### config.mk
export PLATFORM = sky130hd
export DESIGN_NAME = ir_frame_decoder
export DESIGN_NICKNAME = d
export VERILOG_FILES = /design/src/rtl/ir_dec_pkg.sv /design/src/rtl/ir_sync_edge.sv /design/src/rtl/ir_tick_timer.sv /design/src/rtl/ir_frame_fsm.sv /design/src/rtl/ir_frame_decoder.sv
export SDC_FILE = /design/constraint.sdc
export NUM_CORES = 1
export LEC_CHECK = 0
export CAP_MARGIN = 25
export CORE_ASPECT_RATIO = 1.75
export CORE_MARGIN = 2
export CORE_UTILIZATION = 40
export DETAILED_ROUTE_END_ITERATION = 8
export SYNTH_ARGS = -nofsm -noshare
export SYNTH_HDL_FRONTEND = slang
export SYNTH_HIERARCHICAL = 1
export SYNTH_SLANG_ARGS = --single-unit
### constraint.sdc
create_clock -name clk_i -period 5.2 [get_ports clk_i]
set_clock_uncertainty 0.05 [all_clocks]
set_input_delay 1.04 -clock clk_i [delete_from_list [all_inputs] [get_ports clk_i]]
set_output_delay 1.04 -clock clk_i [all_outputs]
set_load 0.05 [all_outputs]
### src/rtl/ir_dec_pkg.sv
package ir_dec_pkg;

  typedef enum logic [2:0] {
    ST_IDLE,
    ST_LEAD_MARK,
    ST_LEAD_SPACE,
    ST_BIT_MARK,
    ST_BIT_SPACE
  } dec_state_e;

  // nominal durations in multiples of the base period T
  localparam int unsigned LEAD_MARK_UNITS  = 16;
  localparam int unsigned LEAD_SPACE_UNITS = 8;
  localparam int unsigned BIT_MARK_UNITS   = 1;
  localparam int unsigned ONE_SPACE_UNITS  = 1;
  localparam int unsigned ZERO_SPACE_UNITS = 3;

endpackage

### src/rtl/ir_sync_edge.sv
module ir_sync_edge #(
  parameter int unsigned SYNC_STAGES = 2
) (
  input  logic clk_i,
  input  logic rst_ni,
  input  logic ir_i,
  output logic rise_o,
  output logic fall_o
);

  logic [SYNC_STAGES-1:0] sync_q;
  logic                   prev_q;

  // idle line is high, so reset to high to avoid a false edge
  always_ff @(posedge clk_i or negedge rst_ni) begin
    if (!rst_ni) begin
      sync_q <= '1;
      prev_q <= 1'b1;
    end else begin
      sync_q <= {sync_q[SYNC_STAGES-2:0], ir_i};
      prev_q <= sync_q[SYNC_STAGES-1];
    end
  end

  assign rise_o =  sync_q[SYNC_STAGES-1] & ~prev_q;
  assign fall_o = ~sync_q[SYNC_STAGES-1] &  prev_q;

endmodule

### src/rtl/ir_tick_timer.sv
module ir_tick_timer #(
  parameter int unsigned CLKS_PER_TICK = 2,
  parameter int unsigned TS_W          = 10
) (
  input  logic            clk_i,
  input  logic            rst_ni,
  output logic [TS_W-1:0] now_o
);

  logic tick;

  generate
    if (CLKS_PER_TICK <= 1) begin : g_direct
      assign tick = 1'b1;
    end else begin : g_div
      localparam int unsigned PW = $clog2(CLKS_PER_TICK);
      logic [PW-1:0] div_q;
      always_ff @(posedge clk_i or negedge rst_ni) begin
        if (!rst_ni)                               div_q <= '0;
        else if (div_q == PW'(CLKS_PER_TICK - 1))  div_q <= '0;
        else                                       div_q <= div_q + 1'b1;
      end
      assign tick = (div_q == PW'(CLKS_PER_TICK - 1));
    end
  endgenerate

  // free running, never cleared; intervals use modulo subtraction
  always_ff @(posedge clk_i or negedge rst_ni) begin
    if (!rst_ni)   now_o <= '0;
    else if (tick) now_o <= now_o + 1'b1;
  end

endmodule

### src/rtl/ir_frame_fsm.sv
module ir_frame_fsm
  import ir_dec_pkg::*;
#(
  parameter int unsigned TS_W          = 10,
  parameter int unsigned SUBDIV        = 16,
  parameter int unsigned TOL_SHIFT     = 2,
  parameter int unsigned TIMEOUT_UNITS = 22,
  parameter int unsigned ADDR_W        = 16,
  parameter int unsigned CMD_W         = 8
) (
  input  logic              clk_i,
  input  logic              rst_ni,
  input  logic              rise_i,
  input  logic              fall_i,
  input  logic [TS_W-1:0]   now_i,
  output logic [ADDR_W-1:0] addr_o,
  output logic [CMD_W-1:0]  cmd_o,
  output logic              valid_o,
  output logic              error_o
);

  localparam int unsigned FRAME_W = ADDR_W + 2 * CMD_W;
  localparam int unsigned CNT_W   = $clog2(FRAME_W);
  localparam int unsigned N_LM    = LEAD_MARK_UNITS  * SUBDIV;
  localparam int unsigned N_LS    = LEAD_SPACE_UNITS * SUBDIV;
  localparam int unsigned N_BM    = BIT_MARK_UNITS   * SUBDIV;
  localparam int unsigned N_ONE   = ONE_SPACE_UNITS  * SUBDIV;
  localparam int unsigned N_ZERO  = ZERO_SPACE_UNITS * SUBDIV;
  localparam int unsigned N_TMO   = TIMEOUT_UNITS    * SUBDIV;

  function automatic logic in_win(input logic [TS_W-1:0] d, input int unsigned nom);
    int unsigned dv;
    int unsigned tol;
    dv  = 32'(d);
    tol = nom >> TOL_SHIFT;
    return (dv >= nom - tol) && (dv <= nom + tol);
  endfunction

  dec_state_e         state_q;
  logic [TS_W-1:0]    ts_q;
  logic [TS_W-1:0]    delta;
  logic [CNT_W-1:0]   bit_cnt_q;
  logic [FRAME_W-1:0] sr_q;
  logic [FRAME_W-1:0] word_next;
  logic               is_one, is_zero, timed_out;
  logic [CMD_W-1:0]   cmd_rx, inv_rx;

  assign delta     = now_i - ts_q;
  assign timed_out = (state_q != ST_IDLE) && (32'(delta) >= N_TMO);
  assign is_one    = in_win(delta, N_ONE);
  assign is_zero   = in_win(delta, N_ZERO);
  assign word_next = {is_one, sr_q[FRAME_W-1:1]};
  assign cmd_rx    = word_next[ADDR_W +: CMD_W];
  assign inv_rx    = word_next[ADDR_W+CMD_W +: CMD_W];

  always_ff @(posedge clk_i or negedge rst_ni) begin
    if (!rst_ni) begin
      state_q   <= ST_IDLE;
      ts_q      <= '0;
      bit_cnt_q <= '0;
      sr_q      <= '0;
      addr_o    <= '0;
      cmd_o     <= '0;
      valid_o   <= 1'b0;
      error_o   <= 1'b0;
    end else begin
      valid_o <= 1'b0;
      error_o <= 1'b0;
      if (rise_i || fall_i) ts_q <= now_i;
      if (timed_out) begin
        state_q <= ST_IDLE;
      end else begin
        unique case (state_q)
          ST_IDLE:
            if (fall_i) state_q <= ST_LEAD_MARK;
          ST_LEAD_MARK:
            if (rise_i) state_q <= in_win(delta, N_LM) ? ST_LEAD_SPACE : ST_IDLE;
          ST_LEAD_SPACE:
            if (fall_i) begin
              state_q   <= in_win(delta, N_LS) ? ST_BIT_MARK : ST_IDLE;
              bit_cnt_q <= '0;
            end
          ST_BIT_MARK:
            if (rise_i) state_q <= in_win(delta, N_BM) ? ST_BIT_SPACE : ST_IDLE;
          ST_BIT_SPACE:
            if (fall_i) begin
              if (!(is_one || is_zero)) begin
                state_q <= ST_IDLE;
              end else if (bit_cnt_q == CNT_W'(FRAME_W - 1)) begin
                state_q <= ST_IDLE;
                if (inv_rx == ~cmd_rx) begin
                  valid_o <= 1'b1;
                  addr_o  <= word_next[ADDR_W-1:0];
                  cmd_o   <= cmd_rx;
                end else begin
                  error_o <= 1'b1;
                end
              end else begin
                sr_q      <= word_next;
                bit_cnt_q <= bit_cnt_q + 1'b1;
                state_q   <= ST_BIT_MARK;
              end
            end
          default: state_q <= ST_IDLE;
        endcase
      end
    end
  end

endmodule

### src/rtl/ir_frame_decoder.sv
module ir_frame_decoder #(
  parameter int unsigned CLK_HZ        = 250_000_000,
  parameter int unsigned SUBDIV        = 16,
  parameter int unsigned TS_W          = 10,
  parameter int unsigned TOL_SHIFT     = 2,
  parameter int unsigned TIMEOUT_UNITS = 22,
  parameter int unsigned SYNC_STAGES   = 2,
  parameter int unsigned ADDR_W        = 16,
  parameter int unsigned CMD_W         = 8
) (
  input  logic              clk_i,
  input  logic              rst_ni,
  input  logic              ir_rx_i,
  output logic [ADDR_W-1:0] addr_o,
  output logic [CMD_W-1:0]  cmd_o,
  output logic              frame_valid_o,
  output logic              frame_error_o
);

  // base period T = 9/16000 s, split into SUBDIV ticks
  localparam longint unsigned CPT_RAW =
    (longint'(CLK_HZ) * 64'd9) / (64'd16000 * longint'(SUBDIV));
  localparam int unsigned CLKS_PER_TICK = (CPT_RAW < 64'd1) ? 1 : int'(CPT_RAW);

  logic            rise_w, fall_w;
  logic [TS_W-1:0] now_w;

  ir_sync_edge #(.SYNC_STAGES(SYNC_STAGES)) u_sync (
    .clk_i  (clk_i),
    .rst_ni (rst_ni),
    .ir_i   (ir_rx_i),
    .rise_o (rise_w),
    .fall_o (fall_w)
  );

  ir_tick_timer #(.CLKS_PER_TICK(CLKS_PER_TICK), .TS_W(TS_W)) u_timer (
    .clk_i  (clk_i),
    .rst_ni (rst_ni),
    .now_o  (now_w)
  );

  ir_frame_fsm #(
    .TS_W(TS_W), .SUBDIV(SUBDIV), .TOL_SHIFT(TOL_SHIFT),
    .TIMEOUT_UNITS(TIMEOUT_UNITS), .ADDR_W(ADDR_W), .CMD_W(CMD_W)
  ) u_fsm (
    .clk_i   (clk_i),
    .rst_ni  (rst_ni),
    .rise_i  (rise_w),
    .fall_i  (fall_w),
    .now_i   (now_w),
    .addr_o  (addr_o),
    .cmd_o   (cmd_o),
    .valid_o (frame_valid_o),
    .error_o (frame_error_o)
  );

endmodule

Word level (Yosys, flattened, before mapping)
Cells that the tools add are included.
- output and inout port bits: 26
- register bits: 103
- word-level logic and storage cells: 92
- bits of input ports: 3
- $add $sub $neg: 4
- reduce and logical (&&, ||, !) cells: 14
- equality and inequality tests: 16
- bitwise logic cells: 7
- mux-type cells: 30
- $lt $le $gt $ge: 9
- operator list (cell ; count):
    2-to-1 mux 3 bit ; 8
    2-to-1 mux 5 bit ; 4
    != test 3 x 1 -> 1 bit, second input constant ; 5
    one-hot mux 3 bit (5 select lines) ; 1
    adder 14 x 1 -> 14 bit, second input constant ; 1
    == test 14 bit, second input constant ; 1
    2-to-1 mux 14 bit ; 1
    2-to-1 mux 1 bit ; 12
    AND reduction 6 bit ; 2
    adder 10 x 1 -> 10 bit, second input constant ; 1
    >= comparator 10 x 4 -> 1 bit, second input constant ; 1
    >= comparator 10 x 6 -> 1 bit, second input constant ; 1
    >= comparator 10 x 7 -> 1 bit, second input constant ; 1
    >= comparator 10 x 8 -> 1 bit, second input constant ; 1
    >= comparator 10 x 9 -> 1 bit, second input constant ; 1
    <= comparator 10 x 5 -> 1 bit, second input constant ; 1
    <= comparator 10 x 6 -> 1 bit, second input constant ; 1
    <= comparator 10 x 8 -> 1 bit, second input constant ; 1
    <= comparator 10 x 9 -> 1 bit, second input constant ; 1
    one-hot mux 5 bit (2 select lines) ; 1
    AND reduction 5 bit ; 2
    subtractor 10 bit ; 1
    == test 8 bit ; 1
    NOT 8 bit ; 1
    15 further kinds ; 29

Depth between registers and ports, before layout
Gate-level depths: netlist of run 1.
- word-level depth: 10
- gate-level depth with buffers: 14
- mapped depth without buffers: 12

Cells and area by module
Netlist of run 1, hierarchy kept.
- by module, submodules not included (module ; area each (µm²) ; cells an instance ; times used ; seq. area each (µm²)):
    ir_frame_fsm ; 4012.6 ; 332 ; 1 ; 1876.8
    ir_tick_timer ; 1118.6 ; 98 ; 1 ; 600.6
    ir_sync_edge ; 93.8 ; 5 ; 1 ; 78.8

Worst setup path before layout of run 1
No wires, ideal clock.
- path type: register to register
- start: register u_timer.now_o[0]
- end: register u_fsm.addr_o[10]
- period minus slack after synthesis: 3.878 ns
- library setup time: 0.125 ns
- stages on the path, launching flop included: 14
- path buffers: 1
- required time: 5.025 ns
- path slack: 1.322 ns
- arrival: 3.703 ns
- path through: dfrtp_1 > inv_1 > ha_1 > fa_1 > nand2b_2 > a211oi_2 > mux2i_1 > or3_4 > nand3b_4 > or4_4 > xor2_1 > nor4_4 > buf_8 > mux2_4
- longest elaborated chain between the ends: 5
- elaborated cells on any way between the ends: 13
- those cells by class: add/sub: 1; order compare: 5; eq/ne: 1; bitwise: 1; reduce/logical: 5
- ends and longest elaborated chain (element ; line ; RTL):
    from (decl) ; ir_tick_timer.sv:7 ; output logic [TS_W-1:0] now_o
    from (signal assigned) ; ir_tick_timer.sv:30 ; else if (tick) now_o <= now_o + 1'b1;
    subtractor 10 bit * ; ir_frame_fsm.sv:48 ; assign delta = now_i - ts_q;
    >= comparator 10 x 4 -> 1 bit, or another cell as far along ; ir_frame_fsm.sv:36 ; return (dv >= nom - tol) && (dv <= nom + tol);
    logical AND 1 bit, on equally long branches ; ir_frame_fsm.sv:36, ir_frame_fsm.sv:49 ;
    == test 8 bit, or another cell as far along ; ir_frame_fsm.sv:91 ; if (inv_rx == ~cmd_rx) begin
    AND reduction 6 bit (no line) * ; -- ;
    to (signal assigned) ; ir_frame_fsm.sv:93 ; addr_o <= word_next[ADDR_W-1:0];
    to (decl) ; ir_frame_fsm.sv:16 ; output logic [ADDR_W-1:0] addr_o,
Mark *: on every way between the ends. The rest lies on a longest branch, timed or not.
A chain may end at the register's enable or synchronous reset.

Worst setup path in the final report of run 1
- start: register u_timer.now_o[2]
- end: register u_fsm.addr_o[1]
Same word-level chain as after synthesis.

==> results.cfg, run 1 <==
[drt]
route.detailed.drc = 0
vias = 3362
first_pass_iters = 4
wl_per_cell_um = 15.0
wirelength_mm = 9.59
viasPerCell = 5.24
drt_iter0_markers = 113
ant_nets = 0

[worst_hold_path]
hp-start = u_sync/sync_q[0]$_DFF_PN1_
hp-class = flop to flop
hold-path-cell-count = 0

[layout]
insertedDiodeCount = 0
final_core_util_pct = 46.6
drive_gt1_share_pct = 21.9
syn_to_final_growth_pct = 14.8
layout_commonest_cell = dfrtp_1
final_net_count = 483
final_cell_mix = dfrtp_1, mux2_2, clkdlybuf4s50_1, nor2_1, xnor2_1

[floorplan]
rows = 55
die_w_um = 90.4
core_area_um2 = 12900
start_util_pct = 40.6
die_y_um = 155
die_area_um2 = 14000
io_pins = 29

[global_routing]
grt_pass1_vias = 3436
grt_pass1_wl_mm = 16.6
overflow = 0
grt_antenna_before_repair = 0
grt_max_degree = 73
grt_usage_pct = 14.7

[setup_path]
cp_slowest_cell = a31oi_1
crit_required_ns = 5.38
max_stage_delay_ns = 0.53
path_cells = ha_1, nor2_1, a21oi_2, a31oi_1, xor2_1, maj3_1, o21a_1, or2_1, nor4_4, buf_4, mux2_2
crit_arrival_ns = 4.31
r2r-start = u_timer/now_o[2]$_DFFE_PN0N_
crit_start = u_timer/now_o[2]$_DFFE_PN0N_
crit_type = flop to flop
reg2regPathDepth = 11
start_kind = flop
crit_path_end_kind = flop
crit_fanout = 24

[power_and_ir_drop]
ir_worst_vdd_mv = 0.140
leakage_nw = 2.75
power.internal_mw = 1.25
p_comb_share_pct = 2.9
switching_power_mw = 0.359
sequentialPowerShare_pct = 50.1
switching_share_pct = 22.3
pwr-share-clk_pct = 46.9
p_per_area_nw_per_um2 = 268

[sta]
worstMarginPinSlew_ns = 0.917
finalSetupViolCount = 0
period_needed_ns = 4.12
tns_ns = 0
slew_viol_final = 0
slew_headroom_pct = 38.8
fmax_ghz = 0.243
period_share_pct = 79.3
finalHoldViolCount = 0
rsz0062_at_grt = false

[cts]
clockBufferDepth = 2
clk_latency_ns = 0.35
cts_hold_buf = 0
cts_resized = 0
clk_pin_slew_ns = 0.07
cts_sinks = 102
htree_num_levels = 3
postCtsSetupBuffers = 0
cts_tree = done
clockRootBuffer = clkbuf_16
cts_buffers = 9

[placed_design]
port_buffers = 28
globalplace.congestion = 0.826
hpwl_mm = 6.90

[yosys]
async_flop_share_pct = 100
synth.distinct_cells = 69
synthCells = 435
synth_edf_count = 0
syn_area_um2 = 5230
yosysSeqAreaShare_pct = 48.9
avgSynthCellArea_um2 = 12.0
synth_ff_type = dfrtp_1
ys_ff_latch = 102
syn_nets = 453
synth_warnings = 6

[outcome]
status = finished clean

[flow_run]
max_cap_violations = 0
metrics by stage:
step	hold WS [ns]	instances	instance area [µm²]	power (mW)	setup slack (ns)
after global placement	0.301	623	5640	0.869	1.14
after floorplan	0.295	435	5230	0.845	1.32
final	0.311	641	6000	1.61	1.08
after global routing	0.320	641	6000	1.67	0.829
after CTS	0.312	639	5980	1.63	1.02
after detailed placement	0.298	623	5640	0.871	1.03
layout make-up:
cell class,count,area [µm²]
multi-input cells,301,2500
clock inverters,7,114
fillers,1221,6870
repair buffers,33,319
well taps,171,214
clock buffers,9,225
inverters,18,67.6
flip-flops and latches,102,2560
state kept, by name (all words and copies together) (netlist names):
name,flops
u_fsm/sr_q,31
u_fsm/addr_o,16
u_timer/g_div.div_q,14
u_fsm/ts_q,10
u_timer/now_o,10
u_fsm/cmd_o,8
u_fsm/bit_cnt_q,5
u_fsm/state_q,3
u_sync/sync_q,2
u_fsm/error_o,1
u_fsm/valid_o,1
u_sync/prev_q,1
layer usage:
layer / global-route usage (%) / part of all wire (%) / up-vias
met5: 0 / 0 / -
met4: 7.55 / 2.3 / 0
met3: 1.99 / 2.2 / 15
met2: 27.2 / 55 / 48
met1: 16.1 / 41 / 1680
li1: - / - / 1619
synthesized netlist by cell type, drive strengths merged, types with 6 or more instances:
cell	count	area, µm²
dfrtp	99	2480
mux2	63	781
nor2	24	90.1
xnor2	24	218
nand2	20	77.6
inv	18	67.6
nand3	15	75.1
ha	14	175
xor2	12	105
nand4	11	68.8
a21oi	10	65.1
nor4	10	98.8
o21ai	10	50.1
nand2b	9	58.8
buf	8	75.1
clkbuf	6	22.5
nor3	6	30.0
o21a	6	45.0
logic make-up after synthesis:
family | share of synthesized area (%)
muxes | 15.9
xor gates and xnor gates | 6.18
buffers and inverters | 3.16
adders and majority gates | 3.93
DFF | 48.9
and+or+nand+nor | 14.7
AOI/OAI and AO/OA | 7.18
power groups by stage:
stage | Sequential [mW] | Combinational [mW] | Clock [mW]
2_1_floorplan | 0.820 | 0.0251 | 0
4_1_cts | 0.807 | 0.0485 | 0.777
6_report | 0.807 | 0.0474 | 0.755
3_5_place_dp | 0.823 | 0.0482 | 0
3_3_place_gp | 0.822 | 0.0471 | 0
5_1_grt | 0.809 | 0.0556 | 0.806
worst max-delay path: cells and delay by family, from the launching register on:
kind / cells / cell delay (ns)
adders and majority gates: 2 / 0.83
AOI/OAI and AO/OA: 3 / 0.83
and+or+nand+nor: 3 / 0.72
DFF: 1 / 0.49
buffers and inverters: 1 / 0.42
muxes: 1 / 0.38
xor gates and xnor gates: 1 / 0.25
final timing paths:
kind	to	slack, ns
worst max-delay path	u_fsm/addr_o[1]$_DFFE_PN0P_	1.08
worst min-delay path	u_sync/sync_q[1]$_DFF_PN1_	0.31
worst max register to register	u_fsm/addr_o[1]$_DFFE_PN0P_	1.08
worst min register to register	u_sync/sync_q[1]$_DFF_PN1_	0.31
max in group asynchronous	u_sync/prev_q$_DFF_PN1_	3.32
min in group asynchronous	u_fsm/sr_q[2]$_DFFE_PN0P_	0.77
(Power assumes the default switching activity.)
==> inputs of run 2 (changes only) <==
==> constraint.sdc (replaced) <==
create_clock -name clk_i -period 4.2 [get_ports clk_i]
set_clock_uncertainty 0.05 [all_clocks]
set_input_delay 0.84 -clock clk_i [delete_from_list [all_inputs] [get_ports clk_i]]
set_output_delay 0.84 -clock clk_i [all_outputs]
set_load 0.05 [all_outputs]
==> results.cfg, run 2 (synthesized netlist as in run 1, its figures left out) <==
[layout]
largest_reg_flops = 31
final_cell_mix = dfrtp_1, mux2_2, clkdlybuf4s50_1, nor2_1, xnor2_1
syn_to_final_growth_pct = 14.8
drive_gt1_share_pct = 22.2
final_net_count = 485
insertedDiodeCount = 0
layout_commonest_cell = dfrtp_1
regMostFlops = u_fsm/sr_q
largestRegisters = u_fsm/sr_q: 31 flops, u_fsm/addr_o: 16 flops, u_timer/g_div.div_q: 14 flops

[global_routing]
grt_pass1_wl_mm = 16.2
grt_usage_pct = 14.1
grt_max_degree = 46
overflow = 0
grt_antenna_before_repair = 0
grt_pass1_vias = 3377

[floorplan]
io_pins = 29
die_w_um = 90.4
die_y_um = 155
die_area_um2 = 14000
start_util_pct = 40.6
core_area_um2 = 12900
rows = 55

[worst_hold_path]
hp-class = flop to flop
whs_endpoint = u_sync/sync_q[1]$_DFF_PN1_
hp-start = u_sync/sync_q[0]$_DFF_PN1_
hold-path-cell-count = 0

[drt]
ant_nets = 0
first_pass_iters = 4
drt_iter0_markers = 76
viasPerCell = 5.27
route.detailed.drc = 0
wl_per_cell_um = 14.4
vias = 3391
wirelength_mm = 9.24

[setup_path]
reg2regPathDepth = 13
crit_start = u_timer/now_o[0]$_DFFE_PN0N_
reg2reg_to = u_fsm/addr_o[0]$_DFFE_PN0P_
cp_slowest_cell = or4_4
max_stage_delay_ns = 0.56
crit_path_end_kind = flop
r2r-start = u_timer/now_o[0]$_DFFE_PN0N_
crit_required_ns = 4.38
r2r_setup_slack_ns = 0.22
crit_type = flop to flop
path_cells = inv_1, ha_1, fa_1, nand2b_2, a211oi_2, mux2i_1, or3_4, nand3b_4, or4_4, xor2_1, nor4_4, buf_12, mux2_2
crit_fanout = 24
crit_arrival_ns = 4.16
cpLargestDelayFamily = simple AND/OR/NAND/NOR gates
cp_num_buf_inv = 2
start_kind = flop

[power_and_ir_drop]
p_per_area_nw_per_um2 = 315
leakage_nw = 2.75
ir_worst_vdd_mv = 0.179

[cts]
clk_latency_ns = 0.35
cts_hold_buf = 0
clk_pin_slew_ns = 0.08
cts_tree = done
htree_num_levels = 3
clockBufferDepth = 2
clockRootBuffer = clkbuf_16
cts_sinks = 102
postCtsSetupBuffers = 0
cts_buffers = 9
cts_resized = 0

[sta]
period_needed_ns = 3.98
slew_headroom_pct = 36.6
hold_ws_ns = 0.314
tns_ns = 0
slew_viol_final = 0
finalHoldViolCount = 0
fmax_ghz = 0.251
rsz0062_at_grt = false
period_share_pct = 94.8
finalSetupViolCount = 0
worstMarginPinSlew_ns = 0.947

[outcome]
status = finished clean

[placed_design]
globalplace.congestion = 0.813
port_buffers = 28
hpwl_mm = 6.64

[flow_run]
max_cap_violations = 0
run 2: cell type report:
type	instances	area (µm²)
clock buffers	9	225
clock inverters	7	86.3
fillers	1231	6870
inverters	18	67.6
multi-input cells	301	2500
flip-flops and latches	102	2560
well taps	171	214
repair buffers	35	347
run 2: worst max path at each step:
stage,end,cells after the start
6_report,u_fsm/addr_o[0]$_DFFE_PN0P_,13
5_1_grt,u_fsm/addr_o[0]$_DFFE_PN0P_,13
4_1_cts,u_fsm/addr_o[0]$_DFFE_PN0P_,13
3_5_place_dp,u_fsm/addr_o[0]$_DFFE_PN0P_,13
3_3_place_gp,u_fsm/addr_o[3]$_DFFE_PN0P_,13
2_1_floorplan,u_fsm/addr_o[10]$_DFFE_PN0P_,13
run 2: per-layer routing:
| layer | part of all wire, % | wire [µm] | up-vias | GRT usage (%) |
|---|---|---|---|---|
| met5 | 0 | 0 | - | 0 |
| met4 | 1.3 | 119 | 0 | 5.20 |
| met3 | 2.5 | 232 | 14 | 2.42 |
| met2 | 54 | 5010 | 51 | 25.9 |
| met1 | 42 | 3880 | 1696 | 16.4 |
| li1 | - | - | 1630 | - |
run 2: stage by stage:
stage / cell area (µm²) / std cells / total power, mW / util, % / worst slack (ns)
CTS: 5990 / 642 / 1.93 / 46.5 / 0.174
floorplan: 5230 / 435 / 1.05 / - / 0.322
finish: 6000 / 643 / 1.89 / 46.6 / 0.218
global route: 6000 / 643 / 1.99 / 46.6 / 0.0164
global placement: 5680 / 626 / 1.08 / 44.1 / 0.273
detailed placement: 5680 / 626 / 1.08 / 44.1 / 0.200
run 2: power by group:
part	internal, mW	switching, mW
Combinational	0.0211	0.0366
Clock	0.427	0.405
Sequential	0.989	0.0106
Total	1.44	0.452
run 2: worst reg2reg max path, cell delays in order (launching register included):
cell	delay (ns)
dfrtp_1	0.40
inv_1	0.07
ha_1	0.22
fa_1	0.43
nand2b_2	0.23
a211oi_2	0.23
mux2i_1	0.10
or3_4	0.40
nand3b_4	0.17
or4_4	0.56
xor2_1	0.19
nor4_4	0.20
buf_12	0.25
mux2_2	0.35
==> inputs of run 3 (changes only) <==
--- a/config.mk
+++ b/config.mk
@@ -7,7 +7,7 @@
 export LEC_CHECK = 0
 export CAP_MARGIN = 25
 export CORE_ASPECT_RATIO = 1.75
-export CORE_MARGIN = 2
+export CORE_MARGIN = 4
 export CORE_UTILIZATION = 40
 export DETAILED_ROUTE_END_ITERATION = 8
 export SYNTH_ARGS = -nofsm -noshare
==> constraint.sdc (replaced) <==
create_clock -name clk_i -period 4.2 [get_ports clk_i]
set_clock_uncertainty 0.05 [all_clocks]
set_input_delay 0.42 -clock clk_i [delete_from_list [all_inputs] [get_ports clk_i]]
set_output_delay 0.42 -clock clk_i [all_outputs]
set_load 0.05 [all_outputs]
==> results.cfg, run 3 (synthesized netlist as in run 1, its figures left out) <==
[setup_path]
crit_fanout = 12
start_kind = flop
crit_required_ns = 4.38
crit_type = flop to flop
crit_arrival_ns = 4.20
cp_num_buf_inv = 3
max_stage_delay_ns = 0.56
cpLargestDelayFamily = simple AND/OR/NAND/NOR gates
crit_path_end_kind = flop
crit_cells = 14
cp_slowest_cell = or4_4
reg2regPathDepth = 14
path_cells = inv_1, ha_1, fa_2, nand2b_2, a211oi_2, mux2i_1, or3_4, nand3b_4, or4_4, xor2_2, nor4_4, buf_4, buf_12, mux2_2

[layout]
largest_reg_flops = 31
regMostFlops = u_fsm/sr_q
final_cell_mix = dfrtp_1, mux2_2, clkdlybuf4s50_1, nor2_1, xnor2_1
layout_commonest_cell = dfrtp_1
insertedDiodeCount = 0
final_net_count = 490
drive_gt1_share_pct = 23.3
largestRegisters = u_fsm/sr_q: 31 flops, u_fsm/addr_o: 16 flops, u_timer/g_div.div_q: 14 flops
syn_to_final_growth_pct = 16.6

[drt]
vias = 3387
drt_iter0_markers = 82
first_pass_iters = 4
ant_nets = 0
wirelength_mm = 9.61
viasPerCell = 5.23
wl_per_cell_um = 14.8
route.detailed.drc = 0

[power_and_ir_drop]
p_comb_share_pct = 3.2
power.internal_mw = 1.50
switching_share_pct = 23.0
ir_worst_vdd_mv = 0.162
p_per_area_nw_per_um2 = 319
pwr-share-clk_pct = 45.4
switching_power_mw = 0.447
sequentialPowerShare_pct = 51.5
finalPower_mw = 1.94
leakage_nw = 2.79

[placed_design]
globalplace.congestion = 0.822
port_buffers = 28
hpwl_mm = 6.77

[floorplan]
io_pins = 29
die_area_um2 = 15000
die_y_um = 159
rows = 55
core_area_um2 = 12900
die_w_um = 94.4
start_util_pct = 40.6

[global_routing]
grt_antenna_before_repair = 0
overflow = 0
grt_max_degree = 78
grt_pass1_vias = 3523
grt_pass1_wl_mm = 16.3
grt_usage_pct = 13.4

[sta]
slew_headroom_pct = 36.8
tns_ns = 0
worstMarginPinSlew_ns = 0.945
finalHoldViolCount = 0
period_needed_ns = 4.03
fmax_ghz = 0.248
slew_viol_final = 0
finalSetupViolCount = 0
period_share_pct = 95.9

[cts]
cts_sinks = 102
cts_tree = done
clockBufferDepth = 2
clk_latency_ns = 0.34
clk_pin_slew_ns = 0.07
clockRootBuffer = clkbuf_16
htree_num_levels = 3
cts_buffers = 9

[outcome]
status = finished clean

[worst_hold_path]
hp-class = flop to flop
hold-path-cell-count = 0

[flow_run]
max_cap_violations = 0
## run 3: area by class of cell
class	count	area (µm²)
Sequential cell	102	2560
Fill cell	1190	6780
Tap cell	171	214
Clock buffer	9	225
Timing Repair Buffer	40	424
Multi-Input combinational cell	301	2510
Inverter	18	67.6
Clock inverter	7	92.6
## run 3: power groups by stage
stage	logic, mW	registers (mW)	clock network, mW
5_1_grt	0.0722	1.00	0.950
3_3_place_gp	0.0587	1.02	0
6_report	0.0619	0.999	0.881
2_1_floorplan	0.0311	1.01	0
4_1_cts	0.0599	0.999	0.915
3_5_place_dp	0.0598	1.02	0
## run 3: final timing paths
check | start | endpoint | slack, ns
min in group asynchronous | rst_ni | u_fsm/ts_q[1]$_DFFE_PN0P_ | 0.46
worst min register to register | u_sync/sync_q[0]$_DFF_PN1_ | u_sync/sync_q[1]$_DFF_PN1_ | 0.31
worst max-delay path | u_timer/now_o[0]$_DFFE_PN0N_ | u_fsm/addr_o[1]$_DFFE_PN0P_ | 0.17
max in group asynchronous | rst_ni | u_fsm/cmd_o[6]$_DFFE_PN0P_ | 2.67
worst max register to register | u_timer/now_o[0]$_DFFE_PN0N_ | u_fsm/addr_o[1]$_DFFE_PN0P_ | 0.17
worst min-delay path | u_sync/sync_q[0]$_DFF_PN1_ | u_sync/sync_q[1]$_DFF_PN1_ | 0.31
## run 3: metrics by stage
stage               cell area (µm²)  util, %  hold WS (ns)  setup slack [ns]  cells
finish                         6090     47.4         0.310             0.173    648
global route                   6090     47.4         0.314           -0.0170    648
CTS                            5990     46.5         0.213             0.167    641
detailed placement             5670     44.1         0.301             0.190    625
global placement               5670     44.1         0.301             0.273    625
floorplan                      5230        -        0.0744             0.322    435
## run 3: metal layers
layer / wire, µm / part of all wire, % / GRT usage, % / vias up
li1: - / - / - / 1640
met1: 3980 / 41 / 15.4 / 1683
met2: 5190 / 54 / 24.1 / 56
met3: 312 / 3.2 / 2.46 / 8
met4: 128 / 1.3 / 5.33 / 0
met5: 0 / 0 / 0 / -
## run 3: worst register-to-register path, delay by kind of cell (launching register included)
family / cells / cell delay (ns)
xor+xnor: 1 / 0.19
fa+ha+maj: 2 / 0.59
mux: 2 / 0.44
flops: 1 / 0.37
simple gates: 5 / 1.61
compound gates: 1 / 0.26
buf+inv: 3 / 0.39
## run 3: repair_timing
action / in CTS / in global routing
hold buffers: 0 / 1
endpoints found under the hold margin: 0 / 21
resized for setup: 0 / 2
setup endpoints to repair: 0 / 4
setup buffers: 0 / 3
